==> src/rtl/eps_pkg.sv <==
package eps_pkg;

  localparam logic [7:0] CMD_EE_WRITE = 8'h11;
  localparam logic [1:0] LOAD_ADDR    = 2'b00;
  localparam logic [1:0] LOAD_DATA    = 2'b01;
  localparam logic [1:0] LOAD_CMD     = 2'b10;

  typedef enum logic [3:0] {
    S_IDLE, S_CMD, S_HI, S_WAITB, S_LO, S_DAT, S_LAT, S_WR, S_BUSY
  } seqStateT;

  typedef enum logic [2:0] {
    SRC_NONE, SRC_CMD, SRC_HI, SRC_LO, SRC_DAT
  } busSrcT;

  typedef struct packed {
    busSrcT     src;
    logic [1:0] loadSel;
    logic       xtal;
    logic       latch;
    logic       wr;
    logic       active;
    logic       capHi;
    logic       capByte;
  } strobeT;

endpackage

==> src/rtl/eps_ctrl.sv <==
module eps_ctrl
  import eps_pkg::*;
#(
  parameter int PAGE_BYTES = 4,
  parameter int PULSE_CYC  = 2,
  parameter int BUSY_LIMIT = 50000
) (
  input  logic   clk,
  input  logic   rstN,
  input  logic   startReq,
  input  logic   byteValid,
  input  logic   rdySync,
  output strobeT strb,
  output logic   startReady,
  output logic   byteReady,
  output logic   pageFull,
  output logic   done,
  output logic   err
);

  localparam int PH_W   = $clog2(PULSE_CYC + 2);
  localparam int CNT_W  = $clog2(PAGE_BYTES + 1);
  localparam int BUSY_W = $clog2(BUSY_LIMIT + 1);
  localparam logic [PH_W-1:0]   PH_LAST   = PH_W'(PULSE_CYC + 1);
  localparam logic [CNT_W-1:0]  CNT_LAST  = CNT_W'(PAGE_BYTES - 1);
  localparam logic [BUSY_W-1:0] BUSY_LAST = BUSY_W'(BUSY_LIMIT - 1);

  seqStateT          state, nextOp;
  logic [PH_W-1:0]   phase;
  logic [CNT_W-1:0]  byteCnt;
  logic [BUSY_W-1:0] busyCnt;
  logic              doneQ, errQ;
  logic              pulseOn;

  assign pulseOn = (phase != '0) && (phase != PH_LAST);

  always_comb begin
    unique case (state)
      S_CMD:   nextOp = S_HI;
      S_HI:    nextOp = S_WAITB;
      S_LO:    nextOp = S_DAT;
      S_DAT:   nextOp = S_LAT;
      S_LAT:   nextOp = (byteCnt == CNT_LAST) ? S_WR : S_WAITB;
      S_WR:    nextOp = S_BUSY;
      default: nextOp = S_IDLE;
    endcase
  end

  always_ff @(posedge clk) begin
    if (!rstN) begin
      state   <= S_IDLE;
      phase   <= '0;
      byteCnt <= '0;
      busyCnt <= '0;
      doneQ   <= 1'b0;
      errQ    <= 1'b0;
    end else begin
      doneQ <= 1'b0;
      errQ  <= 1'b0;
      unique case (state)
        S_IDLE: if (startReq) begin
          state   <= S_CMD;
          phase   <= '0;
          byteCnt <= '0;
        end
        S_WAITB: if (byteValid) begin
          state <= S_LO;
          phase <= '0;
        end
        S_BUSY: begin
          if (rdySync) begin
            state <= S_IDLE;
            doneQ <= 1'b1;
          end else if (busyCnt == BUSY_LAST) begin
            state <= S_IDLE;
            errQ  <= 1'b1;
          end else begin
            busyCnt <= busyCnt + 1'b1;
          end
        end
        default: begin
          if (phase == PH_LAST) begin
            phase <= '0;
            state <= nextOp;
            if (state == S_LAT) byteCnt <= byteCnt + 1'b1;
            if (state == S_WR)  busyCnt <= '0;
          end else begin
            phase <= phase + 1'b1;
          end
        end
      endcase
    end
  end

  always_comb begin
    strb         = '0;
    strb.src     = SRC_NONE;
    strb.loadSel = LOAD_ADDR;
    strb.active  = (state != S_IDLE);
    strb.capHi   = (state == S_IDLE) && startReq;
    strb.capByte = (state == S_WAITB) && byteValid;
    unique case (state)
      S_CMD: begin strb.src = SRC_CMD; strb.loadSel = LOAD_CMD;  strb.xtal = pulseOn; end
      S_HI:  begin strb.src = SRC_HI;  strb.loadSel = LOAD_ADDR; strb.xtal = pulseOn; end
      S_LO:  begin strb.src = SRC_LO;  strb.loadSel = LOAD_ADDR; strb.xtal = pulseOn; end
      S_DAT: begin strb.src = SRC_DAT; strb.loadSel = LOAD_DATA; strb.xtal = pulseOn; end
      S_LAT: strb.latch = pulseOn;
      S_WR:  strb.wr    = pulseOn;
      default: ;
    endcase
  end

  assign startReady = (state == S_IDLE);
  assign byteReady  = (state == S_WAITB);
  assign pageFull   = (state == S_WR) || (state == S_BUSY);
  assign done       = doneQ;
  assign err        = errQ;

  // a command window only opens straight from idle
  p_start_from_idle_r2: assert property (@(posedge clk) disable iff (!rstN)
    (state == S_CMD && phase == '0) |-> $past(state == S_IDLE));

  // never more latches than the page holds
  p_byte_cnt_bound_r7: assert property (@(posedge clk) disable iff (!rstN)
    byteCnt <= CNT_W'(PAGE_BYTES));

  // commit only with a full buffer
  p_wr_after_full_r8: assert property (@(posedge clk) disable iff (!rstN)
    (state == S_WR) |-> (byteCnt == CNT_W'(PAGE_BYTES)));

  // completion pulse follows a wait cycle and never coincides with an error
  p_done_from_busy_r9: assert property (@(posedge clk) disable iff (!rstN)
    done |-> ($past(state == S_BUSY) && !err));

  // error only after the full wait window
  p_err_window_r10: assert property (@(posedge clk) disable iff (!rstN)
    err |-> ($past(busyCnt) == BUSY_LAST && $past(state == S_BUSY)));

endmodule

==> src/rtl/eps_datapath.sv <==
module eps_datapath
  import eps_pkg::*;
(
  input  logic       clk,
  input  logic       rstN,
  input  strobeT     strb,
  input  logic [7:0] pageHi,
  input  logic [7:0] byteAddr,
  input  logic [7:0] byteData,
  input  logic       tgtRdy,
  output logic       rdySync,
  output logic [7:0] tgtData,
  output logic [1:0] tgtLoadSel,
  output logic       tgtBs1,
  output logic       tgtWrN,
  output logic       tgtLatch,
  output logic       tgtClk
);

  logic [7:0] hiQ, loQ, datQ;
  logic       rdyMeta;

  always_ff @(posedge clk) begin
    if (!rstN) begin
      hiQ     <= '0;
      loQ     <= '0;
      datQ    <= '0;
      rdyMeta <= 1'b0;
      rdySync <= 1'b0;
    end else begin
      rdyMeta <= tgtRdy;
      rdySync <= rdyMeta;
      if (strb.capHi) hiQ <= pageHi;
      if (strb.capByte) begin
        loQ  <= byteAddr;
        datQ <= byteData;
      end
    end
  end

  always_comb begin
    unique case (strb.src)
      SRC_CMD: tgtData = CMD_EE_WRITE;
      SRC_HI:  tgtData = hiQ;
      SRC_LO:  tgtData = loQ;
      SRC_DAT: tgtData = datQ;
      default: tgtData = 8'h00;
    endcase
  end

  assign tgtLoadSel = strb.loadSel;
  assign tgtClk     = strb.xtal;
  assign tgtLatch   = strb.latch;
  assign tgtWrN     = ~strb.wr;
  assign tgtBs1     = ~strb.active;

  // strobes are mutually exclusive
  p_one_strobe_r11: assert property (@(posedge clk) disable iff (!rstN)
    $onehot0({tgtClk, tgtLatch, ~tgtWrN}));

  // bus and select already stable in the cycle before the load clock rises
  p_setup_r3: assert property (@(posedge clk) disable iff (!rstN)
    $rose(tgtClk) |-> ($stable(tgtData) && $stable(tgtLoadSel)));

  // bus and select held through the cycle after the load clock falls
  p_hold_r3: assert property (@(posedge clk) disable iff (!rstN)
    $fell(tgtClk) |-> ($stable(tgtData) && $stable(tgtLoadSel)));

endmodule

==> src/rtl/eeprom_page_seq.sv <==
module eeprom_page_seq
  import eps_pkg::*;
#(
  parameter int PAGE_BYTES = 4,
  parameter int PULSE_CYC  = 2,
  parameter int BUSY_LIMIT = 50000
) (
  input  logic       clk,
  input  logic       rstN,
  input  logic       startReq,
  input  logic [7:0] pageHi,
  output logic       startReady,
  input  logic       byteValid,
  input  logic [7:0] byteAddr,
  input  logic [7:0] byteData,
  output logic       byteReady,
  output logic [7:0] tgtData,
  output logic [1:0] tgtLoadSel,
  output logic       tgtBs1,
  output logic       tgtWrN,
  output logic       tgtLatch,
  output logic       tgtClk,
  input  logic       tgtRdy,
  output logic       pageFull,
  output logic       done,
  output logic       err
);

  strobeT strb;
  logic   rdySync;

  eps_ctrl #(
    .PAGE_BYTES(PAGE_BYTES),
    .PULSE_CYC (PULSE_CYC),
    .BUSY_LIMIT(BUSY_LIMIT)
  ) u_ctrl (
    .clk       (clk),
    .rstN      (rstN),
    .startReq  (startReq),
    .byteValid (byteValid),
    .rdySync   (rdySync),
    .strb      (strb),
    .startReady(startReady),
    .byteReady (byteReady),
    .pageFull  (pageFull),
    .done      (done),
    .err       (err)
  );

  eps_datapath u_dp (
    .clk       (clk),
    .rstN      (rstN),
    .strb      (strb),
    .pageHi    (pageHi),
    .byteAddr  (byteAddr),
    .byteData  (byteData),
    .tgtRdy    (tgtRdy),
    .rdySync   (rdySync),
    .tgtData   (tgtData),
    .tgtLoadSel(tgtLoadSel),
    .tgtBs1    (tgtBs1),
    .tgtWrN    (tgtWrN),
    .tgtLatch  (tgtLatch),
    .tgtClk    (tgtClk)
  );

endmodule

==> config.mk <==
export PLATFORM = sky130hd
export DESIGN_NAME = eeprom_page_seq
export DESIGN_NICKNAME = d
export VERILOG_FILES = /design/src/rtl/eps_pkg.sv /design/src/rtl/eps_ctrl.sv /design/src/rtl/eps_datapath.sv /design/src/rtl/eeprom_page_seq.sv
export SDC_FILE = /design/constraint.sdc
export NUM_CORES = 1
export LEC_CHECK = 0
export BUFFER_PORTS_ARGS = -buffer_cell sky130_fd_sc_hd__buf_2
export CAP_MARGIN = 20
export CORE_ASPECT_RATIO = 0.7
export CORE_MARGIN = 2
export CORE_UTILIZATION = 45
export DETAILED_ROUTE_END_ITERATION = 6
export GPL_TIMING_DRIVEN = 0
export PLACE_DENSITY = 0.7
export SLEW_MARGIN = 20
export SYNTH_ARGS = -nofsm -noshare
export SYNTH_HDL_FRONTEND = slang
export SYNTH_SLANG_ARGS = --single-unit
==> constraint.sdc <==
create_clock -name clk -period 4.2 [get_ports clk]
set_input_delay 0.84 -clock clk [delete_from_list [all_inputs] [get_ports clk]]
set_output_delay 0.84 -clock clk [all_outputs]
set_load 0.005 [all_outputs]
# Yosys cells after proc, flatten, opt, wreduce, memory -nomap -nowiden
# Cells that the tools add are included.
# classes
addsub,3
eq_ne,21
muxes,27
n_bitwise,6
n_reduce_logical,20
# ops
operator,n
$mux W16,4
$pmux W16 S2,1
$pmux W8 S4,1
$pmux W4 S6,1
$pmux W6 S4,1
$mux W4,5
$add A16 B1 Y16 const B,1
$eq A16 B16 Y1 const B,1
$eq A4 B3 Y1 const B,4
$mux W3,4
$pmux W4 S3,1
$ne A2 B2 Y1 const B,5
$reduce_bool A2 Y1,5
$eq A3 B2 Y1 const B,3
$eq A4 B2 Y1 const B,2
$reduce_and A4 Y1,2
$reduce_bool A4 Y1,2
$mux W2,3
$not A1 Y1,6
$pmux W2 S3,1
$pmux W3 S2,1
$reduce_and A5 Y1,1
$eq A4 B1 Y1 const B,1
$eq A4 B4 Y1 const B,1
14 further kinds,20
# totals
regBits,53
out_inout_bits,19

# Logic depth before layout (Yosys ltp)
# Gate-level depths: netlist of run 1.
# depth
depth_word,5
depth_mapped,8
ltp_nobuf,6

# Modules after synthesis
# Synthesis of run 1 repeated with hierarchy kept, for this count alone.
# unflattened
cells_unflattened,319
area_unflattened_um2,2899.0
# by_module_without_submodules
module,instances,cells_each,area_each_um2,seq_area_each_um2
eps_ctrl,1,208,1675.4,540.5
eps_datapath,1,111,1223.7,520.5

# Worst setup path after synthesis of run 1
# OpenSTA, ideal clock, no wires.
# synth_timing
kind,flip-flop to output port
from,reg u_ctrl.state[0]
to,out tgtData[5]
t_arrival_ns,1.359
required_time_ns,3.360
setup_slack_ns,2.001
path_stages_with_launch,6
cell_sequence,dfxtp_1 -> buf_4 -> nand2b_1 -> nor3_1 -> a222oi_1 -> inv_1
# synth_between
elab_chain_cells,4
# synth_lines
element,line_no,rtl
from (decl),eps_ctrl.sv:28,"seqStateT state, nextOp;"
from (signal assigned),eps_ctrl.sv:84,state <= nextOp;
"$eq A4 B3 Y1, or another cell as far along",eps_ctrl.sv:102,unique case (state)
$pmux W6 S4 *,eps_ctrl.sv:102,
"$eq A3 B3 Y1, or another cell as far along",eps_datapath.sv:42,unique case (strb.src)
$pmux W8 S4 *,eps_datapath.sv:42,
to (decl),eeprom_page_seq.sv:17,"output logic [7:0] tgtData,"
# Mark *: on every way between the ends. The rest lies on a longest branch, timed or not.

# Final worst setup path of run 1
# layout_timing
from,reg u_ctrl.state[3]
to,out tgtData[5]
# The elaborated chain is that of the path after synthesis.

==> metrics.md, run 1 <==
| Metric | Value |
|---|---|
| Status | completed |
| Area Overhead vs Synth | 15.9% |
| Ports | 48 |
| Routed WL | 6490 µm |
| Hold Crit Class | flip-flop to flip-flop |
| Worst Path Arrival | 2260 ps |
| Reg clk slew, reported paths | 100 ps |
| CTS tree | built |
| Peak VDD IR | 0.151 mV |
| Maxcap violations | 0 |
| Leakage | 1.22 nW |
| Startpoint Class | flip-flop |
| Final TNS setup | 0 ps |
| Largest net degree at the start of global routing | 17 |
| Clk Latency, worst-skew pair | 310 ps |
| Design Area, Final | 3040 µm² |
| Final non-filler cell total | 454 |
| Avg Cell Area, Syn | 8.09 µm² |
| I/O Buffers | 47 |
| Pre-Repair DR Iteration Count | 6 |
| Asr flop ratio synth | 0% |
| TritonCTS buffer count | 5 |
| Total track usage | 21.1% |
| CP cell instances | clkbuf_1 -> nor3_1 -> a222oi_1 -> inv_1 -> buf_2 |
| Post-CTS setup buffer count | 0 |
| Clock Path Buffers | 2 |
| FMAX | 323 MHz |
| CP peak stage delay | 850 ps |
| 1st-iter DRT viols | 154 |
| Worst hold start | u_dp.rdyMeta |
| Commonest cells after routing, fill and taps aside | nand2_1, buf_2, dfxtp_1 |
| Final Skew | 14.7 ps |
| Row count | 23 |
| Placed insts | 446 |
| Final Setup Violations | 0 |
| Max-slew violation count | 0 |
| Routed Antenna Nets | 0 |
| Ys flop type | dfxtp_1 |
| Nature of the critical path endpoint | primary output |
| Minimum clock period | 3100 ps |
| Post-layout util | 53.6% |
| Layout cells sized above 1 | 20.6% |
| Vias | 2484 |
| EDFF count, synth | 0 |
| Post-Place Worst Slack | 1510 ps |
| Routed WL per cell | 14.3 µm |
| Die area | 6460 µm² |
| Drt drc | 0 |
| Synth Warn # | 0 |
| Final critical-path share of the clock period | 73.7% |
| CP max FO | 10 |
| Number of global-route vias before repair | 2143 |
| Pwr/cell area | 402 nW/µm² |
| Final hold violation count | 0 |
| Die H | 67.9 µm |
| Post-CTS sizing | 0 |
| Post-Syn Instances | 324 |
| CTS root buf | clkbuf_8 |
| Max-slew headroom | 33.0% |
| Worst endpoint required time | 3360 ps |
| Placed Area | 2950 µm² |
| Total global routing overflow | 0 |
| Seq/Total Area, Yosys | 40.5% |
| RR Startpoint | u_ctrl.busyCnt[1] |
| Power, Total | 1.22 mW |
| Post-Syn Area | 2620 µm² |
| Clock sink total | 53 |
| Worst-margin pin slew | 997 ps |
| First-pass GRT wire length | 10400 µm |
| Initial antenna violation count | 0 |
| Post-DP HPWL | 4770 µm |
| Core Box Area | 5670 µm² |
| Net count, final | 411 |
| Yosys cell types | 47 |
| Commonest non-fill, non-tap cell in the layout | nand2_1 |
| Critical-path top delay cell | nor3_1 |
| Die X | 95.2 µm |
| Via/cell ratio | 5.47 |
| Worst setup startpoint | u_ctrl.state[3] |
| Hold buffers post-CTS | 0 |
| H-tree levels | 2 |
| Worst Slack Setup Final | 1100 ps |
| Starting Density | 46.2% |
| Ant. Diodes | 0 |
| Crit Path Class | flip-flop to primary output |
| RSZ-0062 raised after global routing | false |
| Seq cells post-synth | 53 |
| Hold_ws | 446 ps |
| Post-synth net total | 357 |
| RePlAce Congestion | 0.864 |
[per-layer routing]
metal  global-route usage, %  vias up  share of wire (%)
met2                    32.2       70                 43
li1                        -     1251                  -
met4                    5.98        0               0.71
met3                    4.41        4                6.3
met5                       0        -                  0
met1                    30.1     1159                 50
[cell usage after synthesis, types with 6 or more instances]
library cell   n  area [µm²]
inv_1         12        45.0
o21ai_1       15        75.1
a21boi_1      15         113
clkbuf_1       8        30.0
nor2_1        21        78.8
o21ai_0       18        90.1
nor3_1         7        35.0
buf_2          6        30.0
nand4_1        7        43.8
a21boi_0      14         105
dfxtp_1       53        1060
nand2_1       57         214
nand3_1       18        90.1
a222oi_1       6        60.1
[final timing paths]
check	slack, ps	to	depth (start not counted)
hold reg to reg	450	u_dp.rdySync	1
hold / removal	450	u_dp.rdySync	1
setup reg to reg	2090	u_ctrl.busyCnt[7]	7
setup / recovery	1100	tgtData[5]	5
[critical path: cells and delay by family (launching register included)]
kind / cells / cell delay [ps]
and+or+nand+nor: 1 / 850
buffers and inverters: 3 / 450
AOI/OAI and AO/OA: 1 / 260
DFF: 1 / 380
[sequential cells by signal, indices dropped and copies added (netlist names)]
name            flops
u_ctrl.busyCnt     16
u_dp.datQ           8
u_dp.hiQ            8
u_dp.loQ            8
u_ctrl.state        4
u_ctrl.byteCnt      3
u_ctrl.phase        2
u_ctrl.done         1
u_ctrl.err          1
u_dp.rdyMeta        1
u_dp.rdySync        1
[kinds of logic (layout without fill, tap and decap cells)]
logic type,after synthesis,after routing,share of synthesized area [%]
AND/OR/NAND/NOR,142,142,27.5
AO/OA/AOI/OAI,88,88,22.3
flip-flops,53,53,40.5
multiplexers,4,4,1.58
buffers and inverters,32,87,5.87
adder cells (fa/ha/maj),4,4,1.91
XOR/XNOR,1,1,0.334
[power breakdown]
part	total, mW	internal [mW]	leakage (nW)	switching (mW)
Combinational	0.367	0.153	0.756	0.214
Clock	0.289	0.118	0.0374	0.171
Sequential	0.565	0.541	0.429	0.0233
[cell type report]
cell class / count / area [µm²]
Fill cell: 541 / 2630
Multi-Input combinational cell: 239 / 1410
Sequential cell: 53 / 1060
Timing Repair Buffer: 47 / 235
Buffer: 20 / 109
Tap cell: 75 / 93.8
Clock buffer: 6 / 72.6
Inverter: 12 / 45.0
Clock inverter: 2 / 15.0
Note: power is estimated with default switching activity, not from simulation.
==> run 2: changes to the inputs <==
==> constraint.sdc (replaced) <==
create_clock -name clk -period 2.9 [get_ports clk]
set_input_delay 0.58 -clock clk [delete_from_list [all_inputs] [get_ports clk]]
set_output_delay 0.58 -clock clk [all_outputs]
set_load 0.005 [all_outputs]
==> metrics.md, run 2 (same netlist as run 1, synthesis figures left out) <==
| Metric | Value |
|---|---|
| Vias | 2479 (-0.20%) |
| Via/cell ratio | 5.46 (-0.20%) |
| Register Area | 1060 µm² (unchanged) |
| Die H | 67.9 µm (unchanged) |
| CTS root buf | clkbuf_8 |
| Commonest cells after routing, fill and taps aside | nand2_1, buf_2, dfxtp_1 |
| Die X | 95.2 µm (unchanged) |
| Hold buffers post-CTS | 0 (unchanged) |
| RSZ-0062 raised after global routing | false |
| Routed WL per cell | 14.3 µm (about the same) |
| Initial antenna violation count | 0 (unchanged) |
| First-pass GRT wire length | 10400 µm (unchanged) |
| FMAX | 373 MHz |
| Footprint of the multi-input gates | 1410 µm² (+0.36%) |
| Pre-Repair DR Iteration Count | 4 (-2) |
| Worst Path Arrival | 2100 ps (-160 ps) |
| Area Overhead vs Synth | 16.1% |
| I/O Buffers | 47 (unchanged) |
| Status | completed |
| Clock Path Buffers | 2 (unchanged) |
| H-tree levels | 2 (unchanged) |
| Final Setup Violations | 0 (unchanged) |
| Total track usage | 21.1% (unchanged) |
| Post-DP HPWL | 4770 µm (unchanged) |
| Net count, final | 411 (unchanged) |
| Reg clk slew, reported paths | 100 ps (about the same) |
| Hold Crit Class | flip-flop to flip-flop |
| Ant. Diodes | 0 (unchanged) |
| TritonCTS buffer count | 5 (unchanged) |
| CTS tree | built |
| Hold_ws | 447 ps (+1.08 ps) |
| Ports | 48 (unchanged) |
| Starting Density | 46.2% (unchanged) |
| Number of global-route vias before repair | 2143 (unchanged) |
| Clock sink total | 53 (unchanged) |
| Core Box Area | 5670 µm² (unchanged) |
| Power, Total | 1.77 mW (+45%) |
| Final critical-path share of the clock period | 92.5% |
| Total global routing overflow | 0 (unchanged) |
| Commonest non-fill, non-tap cell in the layout | nand2_1 |
| Crit Path Class | flip-flop to primary output |
| Minimum clock period | 2680 ps |
| Routed WL | 6500 µm (about the same) |
| Peak VDD IR | 0.219 mV (+45%) |
| Worst-margin pin slew | 628 ps (-370 ps) |
| Drt drc | 0 (unchanged) |
| Pwr/cell area | 582 nW/µm² (+45%) |
| Final TNS setup | 0 ps (unchanged) |
| Startpoint Class | flip-flop |
| RePlAce Congestion | 0.864 (unchanged) |
| Maxcap violations | 0 (unchanged) |
| Max-slew violation count | 0 (unchanged) |
| Max reg flops | 16 (unchanged) |
| Top reg by flops | u_ctrl.busyCnt |
| 1st-iter DRT viols | 167 (+8.4%) |
| Fillers | 540 (-0.18%) |
| Max-slew headroom | 57.8% (+25 points) |
| Layout cells sized above 1 | 20.8% (+0.26 points) |
| CP max FO | 10 (unchanged) |
| Final Skew | 13.2 ps (-1.51 ps) |
| Nature of the critical path endpoint | primary output |
| Row count | 23 (unchanged) |
| Post-Place Worst Slack | 468 ps (-1040 ps) |
| Largest net degree at the start of global routing | 17 (unchanged) |
| Worst endpoint required time | 2320 ps (-1040 ps) |
| Routed Antenna Nets | 0 (unchanged) |
| Clk Latency, worst-skew pair | 310 ps (about the same) |
| Final hold violation count | 0 (unchanged) |
| Die area | 6460 µm² (unchanged) |
| Leakage | 1.23 nW (+0.38%) |
| Worst Slack Setup Final | 217 ps (-887 ps) |
[run 2: changes by cell type in the layout (fill, tap and decap cells not counted)]
cell	change
nor3_1	-1
nor3_2	+1
[run 2: per-layer routing]
| layer | vias up | GRT usage, % | wire length, µm |
|---|---|---|---|
| met1 | 1162 | 30.1 | 3240 |
| met2 | 63 | 32.2 | 2820 |
| li1 | 1250 | - | - |
| met5 | - | 0 | 0 |
| met4 | 0 | 5.98 | 42 |
| met3 | 4 | 4.41 | 389 |
[run 2: path summary, 6_finish.rpt]
path | startpoint | end | slack (ps) | cells past startpoint
worst max-delay path | u_ctrl.state[3] | tgtData[3] | 220 | 6
worst max register to register | u_ctrl.busyCnt[0] | u_ctrl.busyCnt[7] | 810 | 7
worst min-delay path | u_dp.rdyMeta | u_dp.rdySync | 450 | 1
worst min register to register | u_dp.rdyMeta | u_dp.rdySync | 450 | 1
[run 2: cell type report]
type / count / share of cell area (%)
clock inverters: 2 / 0.493
multi-input cells: 239 / 46.4
repair buffers: 47 / 7.73
plain buffers: 20 / 3.58
well taps: 75 / 3.08
inverters: 12 / 1.48
flip-flops and latches: 53 / 34.9
clock buffers: 6 / 2.38
[run 2: power by group]
group / internal [mW] / switching, mW / total [mW]
Clock: 0.171 / 0.249 / 0.420
Sequential: 0.784 / 0.0340 / 0.818
Combinational: 0.223 / 0.312 / 0.534
Total: 1.18 / 0.595 / 1.77
[run 2: what timing repair did]
| item | 4_1_cts | 5_1_grt |
|---|---|---|
| resized for setup | 0 | 1 |
| setup buffers | 0 | 0 |
| setup endpoints to repair | 0 | 8 |
[run 2: worst max-delay path: stages, from the launching register on]
cell and delay (ps):
dfxtp_1 440, clkbuf_1 380, nand2b_1 200, nor2_1 140, a222oi_1 420, inv_1 70
buf_2 130
[run 2: stage by stage]
step	cell area [µm²]	utilization [%]	cells
2_1_floorplan	2620	-	324
3_3_place_gp	2950	52.0	446
3_5_place_dp	2950	52.0	446
4_1_cts	3040	53.6	454
5_1_grt	3040	53.7	454
6_report	3040	53.7	454
